## src/rtl/bus_hang_guard.sv

```systemverilog
module bus_hang_guard #(
  parameter int AW     = 24,
  parameter int TW     = 15,
  parameter int RELOAD = 'h2000
) (
  input  logic          clk,
  input  logic          rst,
  input  logic          m_cyc,
  input  logic          m_stb,
  input  logic          m_ack,
  input  logic          m_err_in,
  input  logic [AW-1:0] m_adr,
  output logic          m_err_out,
  input  logic          s_cyc,
  input  logic          s_stb,
  input  logic          s_we,
  output logic          s_ack,
  output logic          s_stall,
  output logic [31:0]   s_rdata
);

  localparam logic [TW-1:0] LOAD = TW'(RELOAD);

  logic [TW-1:0] cnt;
  logic          tmo;
  logic [AW-1:0] cap;
  logic          ack_q;

  wire kick   = m_cyc && (m_stb || m_ack);
  wire idle   = m_cyc && !kick;
  wire expire = idle && (cnt == TW'(1));

  always_ff @(posedge clk) begin
    if (rst) begin
      cnt   <= LOAD;
      tmo   <= 1'b0;
      cap   <= '0;
      ack_q <= 1'b0;
    end else begin
      ack_q <= s_cyc && s_stb;
      tmo   <= expire;
      if (kick || expire)
        cnt <= LOAD;
      else if (idle)
        cnt <= cnt - TW'(1);
      if (expire)
        cap <= m_adr;
    end
  end

  assign m_err_out = m_err_in || tmo;
  assign s_ack     = ack_q;
  assign s_stall   = 1'b0;
  assign s_rdata   = 32'(cap);


  tmo_one_clock_chk: assert property (@(posedge clk) disable iff (rst)
    tmo |=> !tmo);


  err_or_chk: assert property (@(posedge clk) disable iff (rst)
    (tmo || m_err_in) |-> m_err_out);


  frozen_when_closed_chk: assert property (@(posedge clk) disable iff (rst)
    !m_cyc |=> ($stable(cnt) && !tmo));


  restart_chk: assert property (@(posedge clk) disable iff (rst)
    kick |=> (cnt == LOAD && !tmo));


  capture_chk: assert property (@(posedge clk) disable iff (rst)
    tmo |-> (cap == $past(m_adr)));


  capture_hold_chk: assert property (@(posedge clk) disable iff (rst)
    (s_cyc && s_stb && s_we && !expire) |=> $stable(cap));


  slave_ack_chk: assert property (@(posedge clk) disable iff (rst)
    (s_cyc && s_stb) |=> s_ack);


  slave_ack_only_chk: assert property (@(posedge clk) disable iff (rst)
    !(s_cyc && s_stb) |=> !s_ack);


  always_comb no_stall_chk: assert (s_stall == 1'b0);

endmodule

```

## config.mk

```make
export PLATFORM = sky130hd
export DESIGN_NAME = bus_hang_guard
export DESIGN_NICKNAME = d
export VERILOG_FILES = /design/src/rtl/bus_hang_guard.sv
export SDC_FILE = /design/constraint.sdc
export NUM_CORES = 1
export LEC_CHECK = 0
export BUFFER_PORTS_ARGS = -buffer_cell sky130_fd_sc_hd__buf_4
export CAP_MARGIN = 5
export CORE_MARGIN = 4
export CORE_UTILIZATION = 48
export CTS_CLUSTER_DIAMETER = 120
export DETAILED_ROUTE_END_ITERATION = 8
export PLACE_DENSITY_LB_ADDON = 0.25
export SYNTH_ARGS = -nofsm -noshare
export SYNTH_HDL_FRONTEND = slang
export SYNTH_SLANG_ARGS = --single-unit
```

## constraint.sdc

```tcl
create_clock -name clk -period 2.4 [get_ports clk]
set_clock_uncertainty 0.2 [all_clocks]
set_input_delay 0.36 -clock clk [delete_from_list [all_inputs] [get_ports clk]]
set_output_delay 0.36 -clock clk [all_outputs]
set_load 0.02 [all_outputs]
```

-- Yosys cells after proc, flatten, opt, wreduce, memory -nomap -nowiden
Index checks and enable logic that the tools add are counted.
- add/sub/neg operators: 1
- equal/unequal tests: 1
- reductions and logical operators: 9
- operators with widths (operator ; number):
    15-bit by 1-bit equality test with 1-bit output (second input constant) ; 1
    15-bit by 1-bit subtractor with 15-bit output (second input constant) ; 1
    1-bit logical AND ; 4
    1-bit logical OR ; 3
    2-bit OR reduction ; 1
    1-bit zero test ; 1
- flip-flop bits (word level): 41
- output and inout port bits: 35
- logic and storage cells: 15

-- Longest topological paths before layout
Gate-level depths: netlist of run 1.
- depth after elaboration: 7
- gate-level depth with buffers: 7
- gate-level depth less buffers: 6

-- Worst setup path before layout of run 1
Ideal clock, no wire load.
- path type: input -> register
- start point: in m_ack
- end point: reg cnt[6]
- library setup time: 114 ps
- arrival: 1475 ps
- required time: 2086 ps
- slack: 610 ps
- cell stages on the path: 5
- path through: nor4b_4 nand4b_2 o21ai_2 buf_4 nor2_1
- longest elaborated chain between the ends: 7
- RTL lines (item ; RTL line ; source):
    start: declaration ; 10 ; input logic m_ack,
    1-bit logical OR * ; 29 ; wire kick = m_cyc && (m_stb || m_ack);
    1-bit logical AND * ; 29 ;
    1-bit zero test ; 30 ; wire idle = m_cyc && !kick;
    1-bit logical AND ; 30 ;
    1-bit logical AND ; 31 ; wire expire = idle && (cnt == TW'(1));
    1-bit logical OR ; 42 ; if (kick || expire)
    2-bit OR reduction (no source line) ; n/a ;
    end signal: assignment ; 45 ; cnt <= cnt - TW'(1);
    end: declaration ; 24 ; logic [TW-1:0] cnt;
Every way passes the cells marked *; elsewhere a longest branch is shown, timed or not.
A chain may end at the register's enable or synchronous reset.

-- Worst setup path after layout of run 1
- start point: reg cnt[6]
- end point: reg cnt[1]
- longest elaborated chain between the ends: 4
- RTL lines (item ; RTL line):
    15-bit by 1-bit equality test with 1-bit output ; 31
    1-bit logical AND ; 31
    1-bit logical OR ; 42
    2-bit OR reduction (no source line) ; n/a
No other way between the ends.

==> results of run 1 <==
-- layer usage --
| layer | part of all wire, % | wire length (um) | GRT usage, % |
|---|---|---|---|
| met1 | 45 | 1842 | 21.98 |
| met2 | 46 | 1888 | 26.69 |
| met5 | 0 | 0 | 0 |
| met4 | 1.2 | 50 | 5.106 |
| met3 | 8.0 | 329 | 6.087 |
-- worst max-delay path, cell delays in order, from the launching register on --
cell	delay, ns
sky130_fd_sc_hd__dfxtp_1	0.38
sky130_fd_sc_hd__nor4_4	0.41
sky130_fd_sc_hd__nand2_1	0.30
sky130_fd_sc_hd__o21ai_2	0.35
sky130_fd_sc_hd__buf_4	0.24
sky130_fd_sc_hd__a211oi_1	0.06
-- layout make-up --
type | instances | area [um^2] | area share, %
Multi-Input combinational cell | 153 | 879.6 | 37.49
Clock buffer | 6 | 82.58 | 3.520
Sequential cell | 41 | 820.8 | 34.99
Timing Repair Buffer | 65 | 488.0 | 20.80
Tap cell | 48 | 60.06 | 2.560
Clock inverter | 1 | 7.507 | 0.3200
Inverter | 2 | 7.507 | 0.3200
-- path summary, 6_finish.rpt --
| check | endpoint | cells after the start | from | slack, ns |
|---|---|---|---|---|
| worst max-delay path | cnt[1]$_SDFFE_PP0P_ | 5 | cnt[6]$_SDFFE_PP0P_ | 0.33 |
| worst min-delay path | s_ack$_SDFF_PP0_ | 3 | s_stb | 0.08 |
| worst max register to register | cnt[1]$_SDFFE_PP0P_ | 5 | cnt[6]$_SDFFE_PP0P_ | 0.33 |
| worst min register to register | cap[22]$_SDFFE_PP0P_ | 2 | cap[22]$_SDFFE_PP0P_ | 0.28 |
-- through the flow --
stage | instance area, um^2 | std cells | worst slack (ns) | hold WS [ns] | power, W
floorplan | 1853 | 219 | 0.6102 | 0.2738 | 0.0008068
global placement | 2256 | 309 | 0.3621 | 0.2580 | 0.0008591
detailed placement | 2256 | 309 | 0.3228 | 0.2661 | 0.0008605
CTS | 2346 | 316 | 0.3146 | 0.07717 | 0.001311
global route | 2346 | 316 | 0.1797 | 0.09734 | 0.001357
finish | 2346 | 316 | 0.3272 | 0.08221 | 0.001297
-- flip-flops by register name (all words and copies together) (netlist names) --
register,flops
tmo,1
cnt,15
s_ack,1
cap,24
-- where the power goes --
group          internal, W  switching [W]  total [W]
Combinational    0.0000691      0.0000776   0.000147
Clock             0.000227       0.000223   0.000451
Sequential        0.000689      0.0000108   0.000699
Total             0.000985       0.000312    0.00130
-- Yosys cell counts --
master	number
sky130_fd_sc_hd__dfxtp_1	41
sky130_fd_sc_hd__nand3_1	29
sky130_fd_sc_hd__o21ai_0	26
sky130_fd_sc_hd__a21oi_1	25
sky130_fd_sc_hd__nor2_1	20
sky130_fd_sc_hd__buf_4	11
sky130_fd_sc_hd__xor2_1	10
sky130_fd_sc_hd__clkbuf_1	7
sky130_fd_sc_hd__nand2_1	4
sky130_fd_sc_hd__nand4_1	3
sky130_fd_sc_hd__nor3_1	3
sky130_fd_sc_hd__nor4_1	3
sky130_fd_sc_hd__buf_2	2
sky130_fd_sc_hd__buf_6	2
sky130_fd_sc_hd__ha_1	2
sky130_fd_sc_hd__inv_1	2
sky130_fd_sc_hd__nand3b_1	2
sky130_fd_sc_hd__nor3b_1	2
sky130_fd_sc_hd__xnor2_1	2
sky130_fd_sc_hd__a211oi_1	1
sky130_fd_sc_hd__and2_0	1
sky130_fd_sc_hd__and4b_1	1
sky130_fd_sc_hd__and4bb_1	1
sky130_fd_sc_hd__buf_1	1
sky130_fd_sc_hd__conb_1	1
sky130_fd_sc_hd__nand4b_1	1
sky130_fd_sc_hd__nand4b_2	1
sky130_fd_sc_hd__nor4_4	1
sky130_fd_sc_hd__nor4b_4	1
sky130_fd_sc_hd__o21a_1	1
sky130_fd_sc_hd__o21ai_2	1
sky130_fd_sc_hd__or2_2	1
sky130_fd_sc_hd__or3_1	1
sky130_fd_sc_hd__or3b_1	1
-- cells by family (layout without fill, tap and decap cells) --
family,count (synthesis),in the layout
AND/OR/NAND/NOR,76,76
XOR/XNOR,12,12
adder cells (fa/ha/maj),2,2
AO/OA/AOI/OAI,54,54
other,1,9
buffers and inverters,25,74
flip-flops,41,41
==> metrics.log, run 1 <==
[metrics] TritonCTS clock tree: yes
[metrics] average detailed-routed wire length per instance: approximately 13 um
[metrics] die extent in y: roughly 70 um
[metrics] ANT nets after route: 0
[metrics] category of the most critical setup path: reg -> reg
[metrics] fin. max-slew vios: 0
[metrics] total iterations of the first detailed-routing run: 4
[metrics] largest net degree at the start of global routing: 28
[metrics] cell types with the largest area share after synthesis: sky130_fd_sc_hd__dfxtp_1 (45%), sky130_fd_sc_hd__nand3_1 (8.0%), sky130_fd_sc_hd__o21ai_0 (7.1%)
[metrics] HPWL reported at the end of detailed placement: between 2000 and 3000 um
[metrics] end-of-flow core utilization: approximately 64%
[metrics] gate count of the mapped netlist: about 210
[metrics] hold violation total from the final report: 0
[metrics] vias: around 1600
[metrics] signal arrival time at the worst endpoint: roughly 2.0 ns
[metrics] summed negative setup slack over all endpoints: 0 ns
[metrics] clk sinks: 41
[metrics] post-CTS sizing: 0
[metrics] via density per instance: 5.196
[metrics] placeable core region: around 3700 um^2
[metrics] basic-gate share of the synthesized area counting and, or, nand and nor cells: a little under a quarter
[metrics] number of rows in the core area: 22
[metrics] final number of setup-violating endpoints: 0
[metrics] IO Pins: 68
[metrics] number of global-route vias before repair: about 1500
[metrics] number of buffers inserted for hold repair after clock tree synthesis: 0
[metrics] Achievable Freq: about 0.48 GHz
[metrics] Max FO, Critical Path: 11
[metrics] area added between synthesis and finish: 28.69%
[metrics] latest clock arrival within the worst-skew pair: 0.29 ns
[metrics] RSZ-0062 raised after global routing: false
[metrics] CTS Root Cell: sky130_fd_sc_hd__clkbuf_8
[metrics] number of buffers added for setup after CTS: 0
[metrics] Synth area leader: sky130_fd_sc_hd__dfxtp_1
[metrics] Period minus WS final: between 2 and 2.5 ns
[metrics] post-synth design cell area: around 1800 um^2
[metrics] Adder-Cell Fraction of Synth Area: approximately 1.4%
[metrics] top library cells by usage in the layout, fill and taps aside: sky130_fd_sc_hd__buf_4 (65), sky130_fd_sc_hd__dfxtp_1 (41), sky130_fd_sc_hd__nand3_1 (29)
[metrics] worst min-delay path category: in -> reg
[metrics] most common cell after layout, fill and taps aside: sky130_fd_sc_hd__buf_4
[metrics] WP data required: approximately 2.4 ns
[metrics] maximum capacitance violations: 0
[metrics] complex-gate fraction of the synthesized area: ~15%
[metrics] launching element type of the critical path: flop
[metrics] die width: between 60 and 70 um
[metrics] buffer levels on the longest clock path: 2
[metrics] share of cell area taken by muxes after synthesis: 0%
[metrics] IO Port Bufs: 57
[metrics] run status: finished clean
[metrics] pwr dens: 552.8 nW/um^2
[metrics] type of destination of the critical path: flop
[metrics] portion of the post-synthesis area used by sequential elements: 45.02%
[metrics] flop and latch count out of synthesis: a little over 40
[metrics] xor/xnor share of the synthesized area: under 10%
[metrics] number of levels in the clock H-tree: 2
[metrics] total DRC errors in the routed layout: 0
[metrics] IR Drop Worst-Case VDD: ~0.42 mV
[metrics] Routed Wire Length: 4110 um
[metrics] number of library cell types mapped by synthesis: 34
[metrics] Overall Global Routing Usage: between 15 and 20%
[metrics] cell leakage power: about 0.93 nW
[metrics] initial antenna violation count: 0
[metrics] combinational family with the most area after synthesis: simple AND/OR/NAND/NOR gates
[metrics] top-area cell type share of the netlist area: 45.02%
[metrics] # diodes: 0
[metrics] aggregate global routing overflow: 0
[metrics] average instance area after synthesis: 8.640 um^2
[metrics] global-route wire length before repair: 6817 um
[metrics] clk slew on worst S/H paths: roughly 0.07 ns
[metrics] gpl congestion: about 0.8
[metrics] Post-layout nets: ~300
[metrics] layout cells sized above 1: 28.73%
[metrics] drt initial violations: 98
[metrics] number of filler cells placed in the layout: 334
[metrics] die footprint: a little under 5000 um^2
[metrics] effective utilization at floorplan: between 40 and 50%
[metrics] period utilisation layout: a little under nine tenths
[metrics] number of warnings printed during yosys synthesis: 0
[metrics] number of buffers created by CTS: 5
No activity file was read; power rests on OpenSTA's default activity.
==> run 2: changes to the inputs <==
--- a/config.mk
+++ b/config.mk
@@ -12,6 +12,7 @@
 export CTS_CLUSTER_DIAMETER = 120
 export DETAILED_ROUTE_END_ITERATION = 8
 export PLACE_DENSITY_LB_ADDON = 0.25
+export RECOVER_POWER = 50
 export SYNTH_ARGS = -nofsm -noshare
 export SYNTH_HDL_FRONTEND = slang
 export SYNTH_SLANG_ARGS = --single-unit
==> metrics.log, run 2 (same netlist as run 1, synthesis figures left out) <==
[metrics] Setup WS post-layout: approximately 0.33 ns
[metrics] final instance area: 2242 um^2
[metrics] number of buffers inserted for hold repair after clock tree synthesis: 0
[metrics] proportion of total power due to net switching: 24.27%
[metrics] total iterations of the first detailed-routing run: 5
[metrics] latest clock arrival within the worst-skew pair: roughly 0.29 ns
[metrics] fin. max-slew vios: 0
[metrics] area added between synthesis and finish: 22.99%
[metrics] Endpoint, Worst Hold: s_ack$_SDFF_PP0_
[metrics] Achievable Freq: 0.4819 GHz
[metrics] aggregate global routing overflow: 0
[metrics] number of levels in the clock H-tree: 2
[metrics] depth of the worst hold-timing path: 3
[metrics] initial antenna violation count: 0
[metrics] via density per instance: 5.218
[metrics] drt initial violations: between 80 and 90
[metrics] Max FO, Critical Path: 11
[metrics] # diodes: 0
[metrics] delay of the slowest cell on the worst path: 0.41 ns
[metrics] pre-CTS WS: 0.3228 ns
[metrics] cell leakage power: a little over 0.8 nW
[metrics] kind of cell adding the most delay to the critical path: simple AND/OR/NAND/NOR gates
[metrics] clk slew on worst S/H paths: about 0.080 ns
[metrics] IR Drop Worst-Case VDD: about 0.42 mV
[metrics] number of global-route vias before repair: 1468
[metrics] logic depth of the worst register-to-register path: 5
[metrics] Worst Tran Pin Value: about 1.2 ns
[metrics] share of total power in the clock network: 35.0%
[metrics] WP data required: about 2.4 ns
[metrics] top library cells by usage in the layout, fill and taps aside: sky130_fd_sc_hd__dfxtp_1 (41), sky130_fd_sc_hd__buf_4 (37), sky130_fd_sc_hd__nand3_1 (29)
[metrics] flop2flop setup slack: about 0.33 ns
[metrics] Period minus WS final: 2.075 ns
[metrics] RR Endpoint: cnt[1]$_SDFFE_PP0P_
[metrics] hold violation total from the final report: 0
[metrics] maximum capacitance violations: 0
[metrics] total chip power: about 0.0013 W
[metrics] share of power burned in combinational logic: 11.1%
[metrics] post-CTS sizing: 0
[metrics] sequential cell fraction of total power: 53.9%
[metrics] number of rows in the core area: 22
[metrics] summed negative setup slack over all endpoints: 0 ns
[metrics] period utilisation layout: around 86%
[metrics] die width: a little under 70 um
[metrics] internal power consumption: between 0.0009 and 0.001 W
[metrics] Relative slew margins: between 20% and 30%
[metrics] layout cells sized above 1: 18.66%
[metrics] IO Port Bufs: between 50 and 60
[metrics] type of destination of the critical path: flop
[metrics] ANT nets after route: 0
[metrics] worst r2r src: cnt[6]$_SDFFE_PP0P_
[metrics] buffer levels on the longest clock path: 2
[metrics] gpl congestion: 0.8001
[metrics] number of buffers created by CTS: 5
[metrics] clk sinks: 41
[metrics] Routed Wire Length: slightly above 4000 um
[metrics] most common cell after layout, fill and taps aside: sky130_fd_sc_hd__dfxtp_1
[metrics] HPWL reported at the end of detailed placement: 2867 um
[metrics] global-route wire length before repair: roughly 6800 um
[metrics] placeable core region: 3661 um^2
[metrics] cell area after placement: approximately 2300 um^2
[metrics] category of the most critical setup path: reg -> reg
[metrics] total DRC errors in the routed layout: 0
[metrics] average detailed-routed wire length per instance: between 10 and 15 um
[metrics] Worst Min Path Start: s_stb
[metrics] Sw Pwr: approximately 0.00031 W
[metrics] IO Pins: between 60 and 70
[metrics] final number of setup-violating endpoints: 0
[metrics] Overall Global Routing Usage: between 10% and 20%
[metrics] Post-layout nets: roughly 300
[metrics] RSZ-0062 raised after global routing: false
[metrics] crit path max-delay cell type: sky130_fd_sc_hd__nor4_4
[metrics] number of flip-flops in the largest register: 24
[metrics] worst path bufs/invs: 1
[metrics] signal arrival time at the worst endpoint: 2.04 ns
[metrics] launching element type of the critical path: flop
[metrics] die footprint: slightly below 5000 um^2
[metrics] run status: finished clean
[metrics] pwr dens: slightly below 600 nW/um^2
[metrics] TritonCTS clock tree: yes
[metrics] effective utilization at floorplan: approximately half
[metrics] CTS Root Cell: sky130_fd_sc_hd__clkbuf_8
[metrics] worst min-delay path category: in -> reg
[metrics] ordered list of cells on the worst path: nor4_4 -> nand2_1 -> o21ai_2 -> buf_4 -> a211oi_1
[metrics] vias: 1649
[metrics] number of buffers added for setup after CTS: 0
[metrics] largest net degree at the start of global routing: 28
[metrics] die extent in y: between 60 and 70 um
[metrics] registers with the most flip-flops: cap (24), cnt (15)
[metrics] largest register by flop count: cap
-- run 2: how the worst max path moves through the flow --
| stage | startpoint | endpoint | slack (ns) | depth (start not counted) |
|---|---|---|---|---|
| after floorplan | m_ack | cnt[6]$_SDFFE_PP0P_ | 0.61 | 5 |
| after global placement | cnt[6]$_SDFFE_PP0P_ | cnt[1]$_SDFFE_PP0P_ | 0.36 | 5 |
| after detailed placement | cnt[6]$_SDFFE_PP0P_ | cnt[1]$_SDFFE_PP0P_ | 0.32 | 5 |
| after CTS | cnt[6]$_SDFFE_PP0P_ | cnt[1]$_SDFFE_PP0P_ | 0.31 | 5 |
| after global routing | cnt[2]$_SDFFE_PP0P_ | cap[12]$_SDFFE_PP0P_ | 0.17 | 5 |
| final | cnt[6]$_SDFFE_PP0P_ | cnt[1]$_SDFFE_PP0P_ | 0.33 | 5 |
-- run 2: layout make-up --
class                           instances  area (um^2)
Fill cell                             352         1419
Multi-Input combinational cell        153        879.6
Sequential cell                        41        820.8
Timing Repair Buffer                   65        384.1
Clock buffer                            6        82.58
Tap cell                               48        60.06
Clock inverter                          1        7.507
Inverter                                2        7.507
-- run 2: power by group through the flow --
stage | logic (W) | registers (W) | clock network, W
floorplan | 0.0000930 | 0.000714 | 0
global placement | 0.000144 | 0.000715 | 0
detailed placement | 0.000145 | 0.000715 | 0
CTS | 0.000147 | 0.000699 | 0.000465
global route | 0.000158 | 0.000701 | 0.000496
finish | 0.000145 | 0.000699 | 0.000454
-- run 2: routing by layer --
| metal | GRT usage [%] | routed length (um) |
|---|---|---|
| met5 | 0 | 0 |
| met4 | 5.106 | 50 |
| met3 | 6.087 | 345 |
| met2 | 26.69 | 1888 |
| met1 | 21.98 | 1853 |
-- run 2: worst min-delay path, stage by stage --
cell and delay (ns):
sky130_fd_sc_hd__buf_4 0.08, sky130_fd_sc_hd__nand2_1 0.03, sky130_fd_sc_hd__nor2_1 0.07
-- run 2: per-stage QoR --
| step | util (%) | instances | hold WS (ns) |
|---|---|---|---|
| 2_1_floorplan | - | 219 | 0.2738 |
| 3_3_place_gp | 61.62 | 309 | 0.2580 |
| 3_5_place_dp | 61.62 | 309 | 0.2661 |
| 4_1_cts | 64.08 | 316 | 0.07717 |
| 5_1_grt | 61.24 | 316 | 0.09734 |
| 6_report | 61.24 | 316 | 0.07787 |
==> run 3: changes to the inputs <==
--- a/config.mk
+++ b/config.mk
@@ -5,10 +5,11 @@
 export SDC_FILE = /design/constraint.sdc
 export NUM_CORES = 1
 export LEC_CHECK = 0
+export ABC_AREA = 1
 export BUFFER_PORTS_ARGS = -buffer_cell sky130_fd_sc_hd__buf_4
 export CAP_MARGIN = 5
 export CORE_MARGIN = 4
-export CORE_UTILIZATION = 48
+export CORE_UTILIZATION = 51
 export CTS_CLUSTER_DIAMETER = 120
 export DETAILED_ROUTE_END_ITERATION = 8
 export PLACE_DENSITY_LB_ADDON = 0.25
==> metrics.log, run 3 <==
[metrics] run status: finished clean
[metrics] fin. max-slew vios: 0
[metrics] flop and latch count out of synthesis: 41
[metrics] ANT nets after route: 0
[metrics] worst r2r src: cnt[4]$_SDFFE_PP0P_
[metrics] largest net degree at the start of global routing: 29
[metrics] Worst Hold Slack: between 0.03 and 0.04 ns
[metrics] number of library cell types mapped by synthesis: 23
[metrics] largest register by flop count: cap
[metrics] Worst Setup EP: cnt[12]$_SDFFE_PP0P_
[metrics] Synth area leader: sky130_fd_sc_hd__dfxtp_1
[metrics] TritonCTS clock tree: yes
[metrics] placeable core region: about 4100 um^2
[metrics] number of buffers created by CTS: 5
[metrics] gate count of the mapped netlist: 344
[metrics] registers with the most flip-flops: cap (24), cnt (15)
[metrics] RSZ-0062 raised after global routing: false
[metrics] global-route wire length before repair: between 7000 and 8000 um
[metrics] cell leakage power: 1.335 nW
[metrics] flop2flop setup slack: approximately 0.55 ns
[metrics] main flop type after synthesis: sky130_fd_sc_hd__dfxtp_1
[metrics] vias: 2087
[metrics] HPWL reported at the end of detailed placement: roughly 3400 um
[metrics] launching element type of the critical path: flop
[metrics] IO Pins: 68
[metrics] top-area cell type share of the netlist area: a little under two fifths
[metrics] top library cells by usage in the layout, fill and taps aside: sky130_fd_sc_hd__inv_1 (83), sky130_fd_sc_hd__nand2_1 (75), sky130_fd_sc_hd__nor2_1 (55)
[metrics] portion of the post-synthesis area used by sequential elements: a little under two fifths
[metrics] layout cells sized above 1: 13.75%
[metrics] worst min-delay path category: in -> reg
[metrics] initial antenna violation count: 0
[metrics] Post-layout nets: 434
[metrics] die width: between 70 and 80 um
[metrics] number of buffers inserted for hold repair after clock tree synthesis: 0
[metrics] Period minus WS final: around 1.9 ns
[metrics] crit path max-delay cell type: sky130_fd_sc_hd__dfxtp_1
[metrics] worst setup path startpoint: cnt[4]$_SDFFE_PP0P_
[metrics] Max FO, Critical Path: 15
[metrics] count of flip-flops with a built-in enable after synthesis: 0
[metrics] Achievable Freq: between 0.5 and 0.6 GHz
[metrics] async set-or-reset flop fraction in the synthesized netlist: 0%
[metrics] clk sinks: just over 40
[metrics] number of rows in the core area: 23
[metrics] die extent in y: 73.45 um
[metrics] pwr dens: 513.1 nW/um^2
[metrics] logic depth of the worst register-to-register path: 6
[metrics] Routed Wire Length: 4633 um
[metrics] most common cell after layout, fill and taps aside: sky130_fd_sc_hd__inv_1
[metrics] effective utilization at floorplan: roughly 54%
[metrics] maximum capacitance violations: 0
[metrics] delay of the slowest cell on the worst path: around 0.33 ns
[metrics] summed negative setup slack over all endpoints: 0 ns
[metrics] RR Endpoint: cnt[12]$_SDFFE_PP0P_
[metrics] Worst Tran Pin Value: 0.7009 ns
[metrics] period utilisation layout: between 70% and 80%
[metrics] # diodes: 0
[metrics] gpl congestion: 0.8154
[metrics] cell types with the largest area share after synthesis: sky130_fd_sc_hd__dfxtp_1 (38%), sky130_fd_sc_hd__inv_1 (14%), sky130_fd_sc_hd__nand2_1 (13%)
[metrics] number of global-route vias before repair: around 1900
[metrics] hold violation total from the final report: 0
[metrics] area added between synthesis and finish: 18.27%
[metrics] WP data required: approximately 2.4 ns
[metrics] final number of setup-violating endpoints: 0
[metrics] number of filler cells placed in the layout: 410
[metrics] most common library cells after synthesis: sky130_fd_sc_hd__inv_1 (83), sky130_fd_sc_hd__nand2_1 (75), sky130_fd_sc_hd__nor2_1 (55)
[metrics] category of the most critical setup path: reg -> reg
[metrics] aggregate global routing overflow: 0
[metrics] leading cell type by number of instances after synthesis: sky130_fd_sc_hd__inv_1
[metrics] Relative slew margins: 53.22%
[metrics] drt initial violations: between 90 and 100
[metrics] post-CTS sizing: 0
[metrics] type of destination of the critical path: flop
[metrics] number of warnings printed during yosys synthesis: 0
[metrics] ordered list of cells on the worst path: nor2_1 -> nand2_1 -> nor2_4 -> nand3_1 -> nand2_1 -> nor2_1
[metrics] latest clock arrival within the worst-skew pair: around 0.3 ns
[metrics] number of flip-flops in the largest register: 24
[metrics] number of buffers added for setup after CTS: 0
[metrics] signal arrival time at the worst endpoint: around 1.8 ns
[metrics] average detailed-routed wire length per instance: between 10 and 15 um
[metrics] total iterations of the first detailed-routing run: 4
[metrics] buffer levels on the longest clock path: 2
[metrics] IR Drop Worst-Case VDD: 0.2845 mV
[metrics] post-synth design cell area: around 2200 um^2
[metrics] CTS Root Cell: sky130_fd_sc_hd__clkbuf_8
[metrics] average instance area after synthesis: approximately 6.4 um^2
[metrics] die footprint: 5395 um^2
[metrics] via density per instance: between 4 and 5
[metrics] total DRC errors in the routed layout: 0
[metrics] number of levels in the clock H-tree: 2
[metrics] clk slew on worst S/H paths: around 0.080 ns
[metrics] IO Port Bufs: 57
[metrics] Overall Global Routing Usage: a little under a fifth
## run 3: cell types whose count changed after synthesis, moves of 3 or more
cell / change
sky130_fd_sc_hd__nor2_1: +35
sky130_fd_sc_hd__xor2_1: -8
sky130_fd_sc_hd__inv_1: +81
sky130_fd_sc_hd__nor2_2: +4
sky130_fd_sc_hd__nand4_1: +22
sky130_fd_sc_hd__a21oi_1: -18
sky130_fd_sc_hd__nor3_1: -3
sky130_fd_sc_hd__nor4_1: -3
sky130_fd_sc_hd__o21ai_0: -26
sky130_fd_sc_hd__inv_2: +4
sky130_fd_sc_hd__nand2_1: +71
sky130_fd_sc_hd__nand3_1: -15
## run 3: cell families (layout without fill, tap and decap cells)
family,after synthesis,after routing,share of synthesized area [%]
flops,41,41,37.57
xor+xnor,5,5,2.005
compound gates,7,7,1.604
other cells,1,9,0.1717
fa+ha+maj,2,2,1.145
buf+inv,108,156,20.96
simple gates,180,180,36.54
## run 3: area by class of cell
cell class                 instances  area, um^2  area share (%)
clock buffer                       6       72.57           2.809
inverter                          87       326.6           12.64
sequential                        41       820.8           31.77
clock inverter                     2       10.01          0.3874
tap                               50       62.56           2.421
timing repair buffer              61       360.3           13.95
multi-input combinational        203       930.9           36.03
## run 3: per-layer routing
layer,part of all wire [%],vias up,GRT usage [%]
li1,-,1104,-
met1,42,920,21.89
met2,48,55,30.61
met3,7.9,8,5.335
met4,1.6,0,7.847
met5,0,-,0
## run 3: worst min path at each step
stage / startpoint / endpoint / slack [ns] / depth (start not counted)
2_1_floorplan: rst / s_ack$_SDFF_PP0_ / 0.23 / 1
3_3_place_gp: cnt[14]$_SDFFE_PP0P_ / cnt[14]$_SDFFE_PP0P_ / 0.25 / 2
3_5_place_dp: cnt[8]$_SDFFE_PP0P_ / cnt[8]$_SDFFE_PP0P_ / 0.27 / 2
4_1_cts: rst / s_ack$_SDFF_PP0_ / 0.04 / 2
5_1_grt: rst / tmo$_SDFF_PP0_ / 0.03 / 2
6_report: rst / s_ack$_SDFF_PP0_ / 0.04 / 2
## run 3: worst max-delay path: cells and delay by family, from the launching register on
kind	cells	cell delay (ns)
AND/OR/NAND/NOR	6	1.19
flip-flops	1	0.33
## run 3: stage by stage
stage	power (W)	cell area (um^2)	worst slack, ns	cells	util (%)
finish	0.001326	2584	0.5467	450	63.68
global route	0.001396	2584	0.3372	450	63.68
CTS	0.001343	2686	0.5299	450	66.20
detailed placement	0.0009071	2604	0.5520	442	64.17
global placement	0.0009040	2604	0.5482	442	64.17
floorplan	0.0008493	2215	0.8095	352	-
## run 3: where the power goes
| group | leakage, nW | total (W) | internal, W | switching [W] |
|---|---|---|---|---|
| Combinational | 0.959 | 0.000192 | 0.0000743 | 0.000118 |
| Clock | 0.0450 | 0.000437 | 0.000202 | 0.000236 |
| Sequential | 0.331 | 0.000696 | 0.000688 | 0.00000777 |
